[src/rtl/fdivr_special_pkg.sv]
package fdivr_special_pkg;
  typedef enum logic [2:0] {
    CLS_ZERO   = 3'd0,
    CLS_DENORM = 3'd1,
    CLS_NORMAL = 3'd2,
    CLS_INF    = 3'd3,
    CLS_QNAN   = 3'd4,
    CLS_SNAN   = 3'd5,
    CLS_UNSUP  = 3'd6
  } op_class_e;

  localparam int NUM_OPS = 2;
  localparam int OP_SRC  = 0;
  localparam int OP_DST  = 1;
endpackage

[src/rtl/fdr_classify.sv]
module fdr_classify
  import fdivr_special_pkg::*;
#(
  parameter int EXP_W = 15,
  parameter int MAN_W = 64
) (
  input  logic [EXP_W+MAN_W:0] op_word,
  output op_class_e            op_cls
);
  localparam int W = 1 + EXP_W + MAN_W;

  logic [EXP_W-1:0] exp_f;
  logic [MAN_W-1:0] man_f;
  logic             sign_unused;

  assign {sign_unused, exp_f, man_f} = op_word;

  always_comb begin
    if (exp_f == '1) begin
      if (!man_f[MAN_W-1])          op_cls = CLS_UNSUP;
      else if (man_f[MAN_W-2:0] == '0) op_cls = CLS_INF;
      else if (man_f[MAN_W-2])      op_cls = CLS_QNAN;
      else                          op_cls = CLS_SNAN;
    end else if (exp_f == '0) begin
      op_cls = (man_f == '0) ? CLS_ZERO : CLS_DENORM;
    end else begin
      op_cls = man_f[MAN_W-1] ? CLS_NORMAL : CLS_UNSUP;
    end
  end

  logic unused_ok;
  assign unused_ok = sign_unused & (W > 0);
endmodule

[src/rtl/fdr_resolve.sv]
module fdr_resolve
  import fdivr_special_pkg::*;
#(
  parameter int EXP_W = 15,
  parameter int MAN_W = 64
) (
  input  logic [EXP_W+MAN_W:0] src_word,
  input  logic [EXP_W+MAN_W:0] dst_word,
  input  op_class_e            src_cls,
  input  op_class_e            dst_cls,
  input  logic                 zdiv_mask,
  output logic [EXP_W+MAN_W:0] res_value,
  output logic                 res_write,
  output logic                 res_pass,
  output logic                 res_invalid,
  output logic                 res_zdiv,
  output logic                 res_denorm
);
  localparam int W = 1 + EXP_W + MAN_W;

  logic         sgn_x;
  logic [W-1:0] inf_w, zero_w, dnan_w, src_q, dst_q;
  logic         s_nan, d_nan, s_zero, d_zero, s_inf, d_inf;

  assign sgn_x  = src_word[W-1] ^ dst_word[W-1];
  assign inf_w  = {sgn_x, {EXP_W{1'b1}}, 1'b1, {(MAN_W-1){1'b0}}};
  assign zero_w = {sgn_x, {(W-1){1'b0}}};
  assign dnan_w = {1'b1, {EXP_W{1'b1}}, 2'b11, {(MAN_W-2){1'b0}}};

  always_comb begin
    src_q = src_word;
    src_q[MAN_W-2] = 1'b1;
    dst_q = dst_word;
    dst_q[MAN_W-2] = 1'b1;
  end

  assign s_nan  = (src_cls == CLS_QNAN) || (src_cls == CLS_SNAN);
  assign d_nan  = (dst_cls == CLS_QNAN) || (dst_cls == CLS_SNAN);
  assign s_zero = (src_cls == CLS_ZERO);
  assign d_zero = (dst_cls == CLS_ZERO);
  assign s_inf  = (src_cls == CLS_INF);
  assign d_inf  = (dst_cls == CLS_INF);

  always_comb begin
    res_value   = '0;
    res_write   = 1'b1;
    res_pass    = 1'b0;
    res_invalid = 1'b0;
    res_zdiv    = 1'b0;
    if ((src_cls == CLS_UNSUP) || (dst_cls == CLS_UNSUP)) begin
      res_invalid = 1'b1;
      res_value   = dnan_w;
    end else if (s_nan || d_nan) begin
      res_value   = s_nan ? src_q : dst_q;
      res_invalid = (src_cls == CLS_SNAN) || (dst_cls == CLS_SNAN);
    end else if ((s_inf && d_inf) || (s_zero && d_zero)) begin
      res_invalid = 1'b1;
      res_value   = dnan_w;
    end else if (s_inf) begin
      res_value = inf_w;
    end else if (d_inf || s_zero) begin
      res_value = zero_w;
    end else if (d_zero) begin
      res_zdiv  = 1'b1;
      res_write = zdiv_mask;
      res_value = inf_w;
    end else begin
      res_pass  = 1'b1;
      res_write = 1'b0;
    end
  end

  assign res_denorm = (src_cls == CLS_DENORM);
endmodule

[src/rtl/fdivr_special.sv]
module fdivr_special
  import fdivr_special_pkg::*;
#(
  parameter int EXP_W = 15,
  parameter int MAN_W = 64
) (
  input  logic                 clk,
  input  logic                 rst_n,
  input  logic                 in_valid,
  input  logic [EXP_W+MAN_W:0] in_src,
  input  logic [EXP_W+MAN_W:0] in_dst,
  input  logic                 in_zdiv_mask,
  output logic                 out_valid,
  output logic                 out_write,
  output logic                 out_pass,
  output logic [EXP_W+MAN_W:0] out_value,
  output logic                 out_invalid,
  output logic                 out_zdiv,
  output logic                 out_denorm
);
  localparam int W = 1 + EXP_W + MAN_W;

  // reset: asynchronous assert, synchronous release
  logic [1:0] rst_sync_q;
  logic       rst_sync_n;

  always_ff @(posedge clk or negedge rst_n) begin
    if (!rst_n) rst_sync_q <= 2'b00;
    else        rst_sync_q <= {rst_sync_q[0], 1'b1};
  end
  assign rst_sync_n = rst_sync_q[1];

  // classification of both operands
  logic [W-1:0] op_words [NUM_OPS];
  op_class_e    op_cls   [NUM_OPS];

  assign op_words[OP_SRC] = in_src;
  assign op_words[OP_DST] = in_dst;

  for (genvar g = 0; g < NUM_OPS; g++) begin : g_cls
    fdr_classify #(.EXP_W(EXP_W), .MAN_W(MAN_W)) u_cls (
      .op_word(op_words[g]),
      .op_cls (op_cls[g])
    );
  end

  // decision
  logic [W-1:0] nx_value;
  logic         nx_write, nx_pass, nx_invalid, nx_zdiv, nx_denorm;

  fdr_resolve #(.EXP_W(EXP_W), .MAN_W(MAN_W)) u_res (
    .src_word   (in_src),
    .dst_word   (in_dst),
    .src_cls    (op_cls[OP_SRC]),
    .dst_cls    (op_cls[OP_DST]),
    .zdiv_mask  (in_zdiv_mask),
    .res_value  (nx_value),
    .res_write  (nx_write),
    .res_pass   (nx_pass),
    .res_invalid(nx_invalid),
    .res_zdiv   (nx_zdiv),
    .res_denorm (nx_denorm)
  );

  // output registers
  logic         valid_q, valid_d;
  logic [W-1:0] value_q;
  logic [4:0]   flags_q;
  logic         load_en;

  assign load_en = in_valid;
  assign valid_d = in_valid;

  always_ff @(posedge clk or negedge rst_sync_n) begin
    if (!rst_sync_n) valid_q <= 1'b0;
    else             valid_q <= valid_d;
  end

  always_ff @(posedge clk) begin
    if (load_en) begin
      value_q <= nx_value;
      flags_q <= {nx_write, nx_pass, nx_invalid, nx_zdiv, nx_denorm};
    end
  end

  assign out_valid = valid_q;
  assign out_value = value_q;
  assign {out_write, out_pass, out_invalid, out_zdiv, out_denorm} = flags_q;
endmodule

[config.mk]
export PLATFORM = sky130hd
export DESIGN_NAME = fdivr_special
export DESIGN_NICKNAME = d
export VERILOG_FILES = /design/src/rtl/fdivr_special_pkg.sv /design/src/rtl/fdr_classify.sv /design/src/rtl/fdr_resolve.sv /design/src/rtl/fdivr_special.sv
export SDC_FILE = /design/constraint.sdc
export NUM_CORES = 1
export LEC_CHECK = 0
export CORE_UTILIZATION = 34
export DETAILED_ROUTE_END_ITERATION = 10
export PLACE_DENSITY = 0.73
export SLEW_MARGIN = 10
export SYNTH_ARGS = -nofsm -noshare
export SYNTH_HDL_FRONTEND = slang
export SYNTH_SLANG_ARGS = --single-unit
[constraint.sdc]
create_clock -name clk -period 0.8 [get_ports clk]
set_input_delay 0.16 -clock clk [delete_from_list [all_inputs] [get_ports clk]]
set_output_delay 0.16 -clock clk [all_outputs]
set_load 0.01 [all_outputs]
# Yosys cells after proc, flatten, opt, wreduce, memory -nomap -nowiden
# Cells that the tools add are included.
[word_totals]
register_bits = 88
wordCells = 61
[op_classes]
eq_ne = 11
n_mux = 25
bitwise_logic = 1
n_reduce_logical = 18
[ops]
columns = ["op", "n"]
rows = [
  ["80-bit two-way mux", 6],
  ["64-bit zero test", 2],
  ["63-bit zero test", 2],
  ["15-bit == test, second input constant", 2],
  ["15-bit zero test", 2],
  ["3-bit two-way mux", 10],
  ["3-bit == test, second input constant", 6],
  ["1-bit two-way mux", 9],
  ["1-bit logical OR", 7],
  ["3-bit by 2-bit == test with 1-bit output, second input constant", 2],
  ["3-bit zero test", 2],
  ["5-bit OR reduction", 1],
  ["3-bit by 1-bit == test with 1-bit output, second input constant", 1],
  ["1-bit logical AND", 2],
  ["1-bit XOR", 1],
]

# Logic depth before layout (Yosys ltp)
# Gate-level depths: netlist of run 1.
[logic_depth]
word_depth = 10
mapped_depth = 9

# By module
# Synthesis of run 1 repeated with hierarchy kept, for this count alone.
[unflattened]
hier_cells = 466
area_unflattened_um2 = 4812.1
[modules_own_cells]
columns = ["mod", "n_inst", "cells_per_inst", "area_per_inst_um2"]
rows = [
  ["fdivr_special", 1, 89, 2631.3],
  ["fdr_resolve", 1, 299, 1697.9],
  ["fdr_classify", 2, 39, 241.5],
]

# Least setup slack after synthesis of run 1
# Ideal clock, no wire load.
[synth_path]
path_type = "input -> register"
start = "in in_dst[53]"
end = "reg value_q[72] (netlist: out_value[72]), data pin"
setup_time_ns = 0.270
t_arrival_ns = 1.985
t_required_ns = 0.530
setup_slack_ns = -1.455
cell_stages = 7
path_buffers = 1
path_cell_list = "nor4_1 -> nand4_1 -> nor4_2 -> nor2b_1 -> or3b_1 -> clkbuf_1 -> or3b_2"
[synth_between]
elab_chain_len = 10
[synth_lines]
columns = ["item", "line", "source"]
rows = [
  ["from (decl)", "fdivr_special.sv:11", "input logic [EXP_W+MAN_W:0] in_dst,"],
  ["64-bit zero test or 63-bit zero test (tied branches)", "fdr_classify.sv:25, fdr_classify.sv:21", ""],
  ["1-bit two-way mux or 3-bit two-way mux (tied branches)", "fdr_classify.sv:25, fdr_classify.sv:21", ""],
  ["3-bit two-way mux (on tied branches)", "fdr_classify.sv:24, fdr_classify.sv:20", ""],
  ["3-bit two-way mux *", "fdr_classify.sv:19", "if (exp_f == '1) begin"],
  ["3-bit zero test or 3-bit by 2-bit == test with 1-bit output (tied branches)", "fdr_resolve.sv:40, fdr_resolve.sv:42", ""],
  ["80-bit two-way mux or 1-bit logical OR (tied branches)", "fdr_resolve.sv:63, fdr_resolve.sv:61", ""],
  ["80-bit two-way mux", "fdr_resolve.sv:61", "end else if (d_inf || s_zero) begin"],
  ["80-bit two-way mux", "fdr_resolve.sv:59", "end else if (s_inf) begin"],
  ["80-bit two-way mux", "fdr_resolve.sv:56", "end else if ((s_inf && d_inf) || (s_zero && d_zero)) begin"],
  ["80-bit two-way mux", "fdr_resolve.sv:53", "end else if (s_nan || d_nan) begin"],
  ["to (signal assigned)", "fdivr_special.sv:81", "value_q <= nx_value;"],
  ["to (decl)", "fdivr_special.sv:67", "logic [W-1:0] value_q;"],
]
# Every way passes the cells marked *; elsewhere a longest branch is shown, timed or not.
# A chain may end at the register's enable or synchronous reset.

# Worst setup path after layout of run 1
[layout_path]
start = "in in_dst[9]"
end = "reg value_q[78] (netlist: out_value[78]), data pin"
# The elaborated chain is that of the path after synthesis.

==> flow_summary.ini, run 1 <==
[yosys]
ys.flop_type = edfxtp_1
ys_seq_elements = 88
yosysTopAreaCellShare_pct = 59.7
yosys-top-cells-area = edfxtp_1 60%, nand2_1 11%, a21oi_1 7.5%
synth_fa_ha_area_share_pct = 0
syn_nets = 583
synthCells = 419
synth_xor_area_share_pct = 0.205
yosysWarnings = 0
synth_top_cell_by_area = edfxtp_1
yosysMostFrequentCell = nand2_1
yosys.area_share.simple_pct = 26.0
syn_avg_cell_area_um2 = 10.2
synth_common_cells = 129 x nand2_1, 85 x edfxtp_1, 64 x a21oi_1
synth_compound_area_share_pct = 9.46
synth_cell_types = 33
synth_top_family_by_area = simple AND/OR/NAND/NOR gates
synth_area_um2 = 4270
synth_seq_area_share_pct = 61.5
ys_async_sr_fraction_pct = 3.41
synth_enable_flop_cells = 85
synth_mux_area_share_pct = 0

[cells_and_area]
final_cells = 944
area_growth_syn_to_layout_pct = 109
final_nets = 934
seqCellArea_um2 = 2630
drive_gt1_share_pct = 59.9
fill_cells = 837
final_area_um2 = 8930
multiInputGateArea_um2 = 2510

[grt]
antenna_found_initial = 1
track_usage_pct = 29.2
grt_pass1_wl_um = 28400
grt_max_degree = 37
gr-total-overflow = 0
grt_pass1_vias = 5420

[critical_path]
r2r-end = rst_sync_q[1]$_DFF_PN0_
worstPathArrival_ps = 2370
worstRegToRegCells = 0
r2r-start = rst_sync_q[0]$_DFF_PN0_
cpPeakStageDelay_ps = 490
r2r_slack_ps = 330
cp_slowest_cell = or3b_4
path_cells = buf_2, nor4_4, nand4_1, nor4_4, nor2b_2, or3b_4, buf_12, or3b_4
worstPathMaxFanout = 5
path_buf_inv = 2
end_kind = register
cp-start-kind = input pin
critPathTopFamily = simple AND/OR/NAND/NOR gates
worstPathRequired_ps = 880
crit_type = input pin to register

[sta]
hold_violations = 0
slew_violations = 0
fin_crit_ps = 2290
period_share_pct = 286
worstMarginPinSlew_ps = 577
max_freq_ghz = 0.437
setup_viol = 171
fin_ws_ps = -1490
max-slew-margin-rel_pct = 61.2
rsz0062_at_grt = yes
skew_ps = 0.0974

[placed_design]
place_inst = 877
pre_cts_ws_ps = -2230
globalplace.congestion = 0.923
dp_hpwl_um = 12000
placed_area_um2 = 7590
port-buffer-count = 249

[clock_network]
ctsLongestPathBuffers = 2
numCtsBuffers = 9
cts-htree-levels = 3
clockRootBuffer = clkbuf_16
clk_pin_slew_ps = 60
cts_tree = built
insertion_delay_ps = 330
clock_sinks = 88

[flow_run]
max_cap_violations = 0

[drt]
wl_per_cell_um = 21.6
dr_total_vias = 5188
drt-initial-drc-count = 316
drtPass1Iterations = 5
drc = 0
wirelength_um = 20400
ant_nets = 0
vias_per_cell = 5.50

[floorplanning]
dieWidth_um = 114
die_area_um2 = 13000
ios = 250
die_h_um = 114
core-area_um2 = 12100
initial_core_util_pct = 35.3
placementRows = 40

[power_and_ir_drop]
power_density_nw_per_um2 = 1340
power.total_mw = 11.9
leakagePower_nw = 3.67
irDropWorstVdd_mv = 0.742

[worst_hold_path]
holdCritPathClass = register to asynchronous set/reset pin

[status]
outcome = finished, violations left
violations = negative setup slack
how the worst max path moves through the flow:
stage	start	endpoint	slack [ps]	cells past startpoint
2_1_floorplan	in_dst[12]	out_value[72]$_SDFFCE_PP1P_	-1350	7
6_report	in_dst[9]	out_value[78]$_SDFFCE_PP1P_	-1490	8
3_3_place_gp	in_dst[6]	out_value[78]$_SDFFCE_PP1P_	-2180	8
4_1_cts	in_dst[62]	out_value[78]$_SDFFCE_PP1P_	-1400	9
3_5_place_dp	in_dst[32]	out_value[78]$_SDFFCE_PP1P_	-2230	8
5_1_grt	in_dst[72]	out_value[78]$_SDFFCE_PP1P_	-1570	7
sequential cells by signal, summed over array words and instances, names as in the netlist:
register	count
flags_q	5
rst_sync_q	2
out_valid	1
out_value	80
kinds of logic (layout without fill, tap and decap cells):
family | after synthesis | after routing
AO/OA/AOI/OAI | 77 | 77
other | 1 | 2
XOR/XNOR | 1 | 1
flip-flops | 88 | 88
AND/OR/NAND/NOR | 221 | 221
buffers and inverters | 31 | 387
stage by stage:
stage	utilization, %	setup TNS (ps)	hold WS (ps)
finish	73.7	-123740	11.6
global route	73.7	-130060	25.3
CTS	70.9	-121840	7.74
detailed placement	62.7	-196540	2.40
global placement	62.7	-189370	-3.87
floorplan	-	-102850	-136
placed cells by master, fill, tap and decap left out, types with 9 or more instances in the layout:
| master | n |
|---|---|
| buf_4 | 69 |
| a21oi_2 | 45 |
| edfxtp_1 | 85 |
| or3b_4 | 17 |
| buf_2 | 129 |
| clkdlybuf4s15_1 | 21 |
| nand2_2 | 19 |
| buf_12 | 10 |
| buf_6 | 36 |
| a21oi_1 | 12 |
| nor4_4 | 21 |
| nand2_1 | 94 |
| nand2_4 | 16 |
| buf_16 | 14 |
| clkdlybuf4s50_1 | 14 |
| nand4_1 | 12 |
| clkbuf_16 | 14 |
| clkdlybuf4s15_2 | 9 |
| dlygate4sd2_1 | 34 |
| nor4_2 | 16 |
| clkbuf_2 | 14 |
layout make-up:
| class | count | area share (%) |
|---|---|---|
| Timing Repair Buffer | 366 | 36.4 |
| Sequential cell | 88 | 29.4 |
| Multi-Input combinational cell | 300 | 28.1 |
| Clock buffer | 10 | 2.56 |
| Tap cell | 168 | 2.35 |
| Clock inverter | 6 | 0.939 |
| Inverter | 5 | 0.210 |
| Antenna cell | 1 | 0.0280 |
where the power goes:
part           switching, mW  internal (mW)  total, mW
registers             0.0726           5.31       5.38
clock network           1.78           2.72       4.51
logic                   1.01           1.04       2.05
total                   2.87           9.07       11.9
repair_timing:
action	in CTS	in global routing
endpoints found under the hold margin	2	0
endpoints found under the setup margin	171	171
pin swaps	68	40
cloned	17	5
gates resized for setup	924	119
hold buffers	1	0
setup buffers	23	20
per-layer routing:
layer / track usage [%] / up-vias / part of all wire (%)
met5: 0 / - / 0
li1: - / 2282 / -
met2: 50.0 / 330 / 50
met3: 6.03 / 102 / 7.5
met4: 19.6 / 0 / 5.8
met1: 32.8 / 2474 / 37
Power figures use the tool's default switching activity.
==> run 2, diff against run 1 <==
- CORE_MARGIN: not set -> 5
==> run 2 against run 1 <==
  * The run still ends with negative setup slack left
  * Worst hold slack worse by 3.9 ps
  * Die area is 15% higher
  * Sequential power hardly changed
  * Non-clock buffer count is 2 lower
  * Routed wire length is 10% lower
  * Global-route usage is 5.1 points lower
  * Utilization is 5.0 points lower
  * Register-to-register slack hardly changed
  * Setup slack better by 3.7 ps
  * Via count is 6.3% lower
==> flow_summary.ini, run 2 (synthesis results as in run 1) <==
[floorplanning]
die_h_um = 122
ios = 250
placementRows = 41
core-area_um2 = 12500
die_area_um2 = 14900
initial_core_util_pct = 34.3
dieWidth_um = 122

[drt]
drt-initial-drc-count = 347
ant_nets = 0
wl_per_cell_um = 19.4
drc = 0
vias_per_cell = 5.14
dr_total_vias = 4863
wirelength_um = 18300
drtPass1Iterations = 5

[power_and_ir_drop]
power_density_nw_per_um2 = 1330
irDropWorstVdd_mv = 1.04
leakagePower_nw = 3.51
power.total_mw = 11.4

[flow_run]
max_cap_violations = 0

[clock_network]
clock_sinks = 88
clk_pin_slew_ps = 60
ctsLongestPathBuffers = 2
clockRootBuffer = clkbuf_16
cts-htree-levels = 3
cts_tree = built
numCtsBuffers = 9
insertion_delay_ps = 340

[sta]
hold_violations = 0
setup_viol = 171
slew_violations = 0
rsz0062_at_grt = yes
skew_ps = 0.0633
tns_ps = -134470
fin_ws_ps = -1490
fin_crit_ps = 2290
period_share_pct = 286
max_freq_ghz = 0.438

[critical_path]
end_kind = register
worstPathRequired_ps = 880
crit_type = input pin to register
worstPathArrival_ps = 2360
cp_slowest_cell = or3b_4
path_buf_inv = 2
cp-start-kind = input pin
worstPathMaxFanout = 5
r2r-end = rst_sync_q[1]$_DFF_PN0_
cpPeakStageDelay_ps = 450
r2r-start = rst_sync_q[0]$_DFF_PN0_
worstRegToRegCells = 0
critPathTopFamily = simple AND/OR/NAND/NOR gates
path_cells = clkdlybuf4s15_2, nor4_4, nand4_1, nor4_4, nor2b_2, or3b_4, clkbuf_16, or3b_4
r2r_slack_ps = 330

[grt]
grt_pass1_wl_um = 27400
antenna_found_initial = 2
track_usage_pct = 24.1
gr-total-overflow = 0
grt_pass1_vias = 5160
grt_max_degree = 41

[cells_and_area]
layout_commonest_cell = nand2_1
final_nets = 932
final_cells = 946
area_growth_syn_to_layout_pct = 101
fill_cells = 996
post-route-util_pct = 68.8
largest_reg_flops = 80
drive_gt1_share_pct = 51.0
most-common-layout-cells = 127 x nand2_1, 104 x buf_2, 85 x edfxtp_1

[worst_hold_path]
holdCritPathClass = register to asynchronous set/reset pin

[placed_design]
place_inst = 889
globalplace.congestion = 0.889
pre_cts_ws_ps = -2380
port-buffer-count = 249
dp_hpwl_um = 12400

[status]
violations = negative setup slack
outcome = finished, violations left
## run 2: changes by cell type in the layout (fill, tap and decap cells not counted), moves of 6 or more
cell	previous run	this run
a21oi_1	12	3
a21oi_2	45	60
a21oi_4	7	1
buf_2	129	104
buf_6	36	23
clkdlybuf4s50_1	14	21
dlygate4sd2_1	34	60
nand2_1	94	127
nand2_2	19	1
nand2_4	16	0
nor4_4	21	14
## run 2: final cells by class
type,instances,area (um2),area share [%]
timing repair buffer,364,3190,37.3
clock inverter,3,43.8,0.511
clock buffer,12,236,2.76
inverter,5,18.8,0.219
sequential,88,2630,30.6
multi-input combinational,300,2230,26.0
antenna,2,5.00,0.0584
tap,172,215,2.51
## run 2: worst max-delay path by stage
stage | start | cells past startpoint | slack, ps | to
6_report | in_dst[7] | 8 | -1490 | out_value[65]$_SDFFCE_PP1P_
5_1_grt | in_dst[57] | 9 | -1500 | out_value[65]$_SDFFCE_PP1P_
4_1_cts | in_dst[58] | 9 | -1510 | out_value[78]$_SDFFCE_PP1P_
3_5_place_dp | in_dst[50] | 9 | -2380 | out_value[78]$_SDFFCE_PP1P_
3_3_place_gp | in_dst[38] | 9 | -2360 | out_value[78]$_SDFFCE_PP1P_
2_1_floorplan | in_dst[12] | 7 | -1350 | out_value[72]$_SDFFCE_PP1P_
## run 2: power by group
part           leakage, nW  switching [mW]  internal, mW
logic                 2.52           0.925          1.01
clock network        0.137            1.69          2.41
registers            0.851          0.0648          5.31
total                 3.51            2.68          8.73
## run 2: repair_timing
action                     in CTS  in global routing
setup buffers                  26                  3
setup endpoints to repair     171                171
gates cloned                   14                  0
hold buffers                    1                  0
pin swaps                      56                 26
resized for setup             770                 55
hold endpoints to repair        2                  0
## run 2: through the flow
step	cell area [um2]	hold slack, ps
finish	8570	7.72
CTS	8490	7.77
floorplan	4410	-136
global placement	7670	-1.48
global route	8570	19.3
detailed placement	7670	2.11
## run 2: layer usage
| metal | part of all wire [%] | vias to the layer above | wire length (um) | GRT usage [%] |
|---|---|---|---|---|
| met5 | 0 | - | 0 | 0 |
| met4 | 3.1 | 0 | 560 | 9.24 |
| met3 | 7.6 | 46 | 1400 | 6.73 |
| met2 | 52 | 217 | 9580 | 42.4 |
| met1 | 37 | 2333 | 6780 | 27.7 |
| li1 | - | 2267 | - | - |
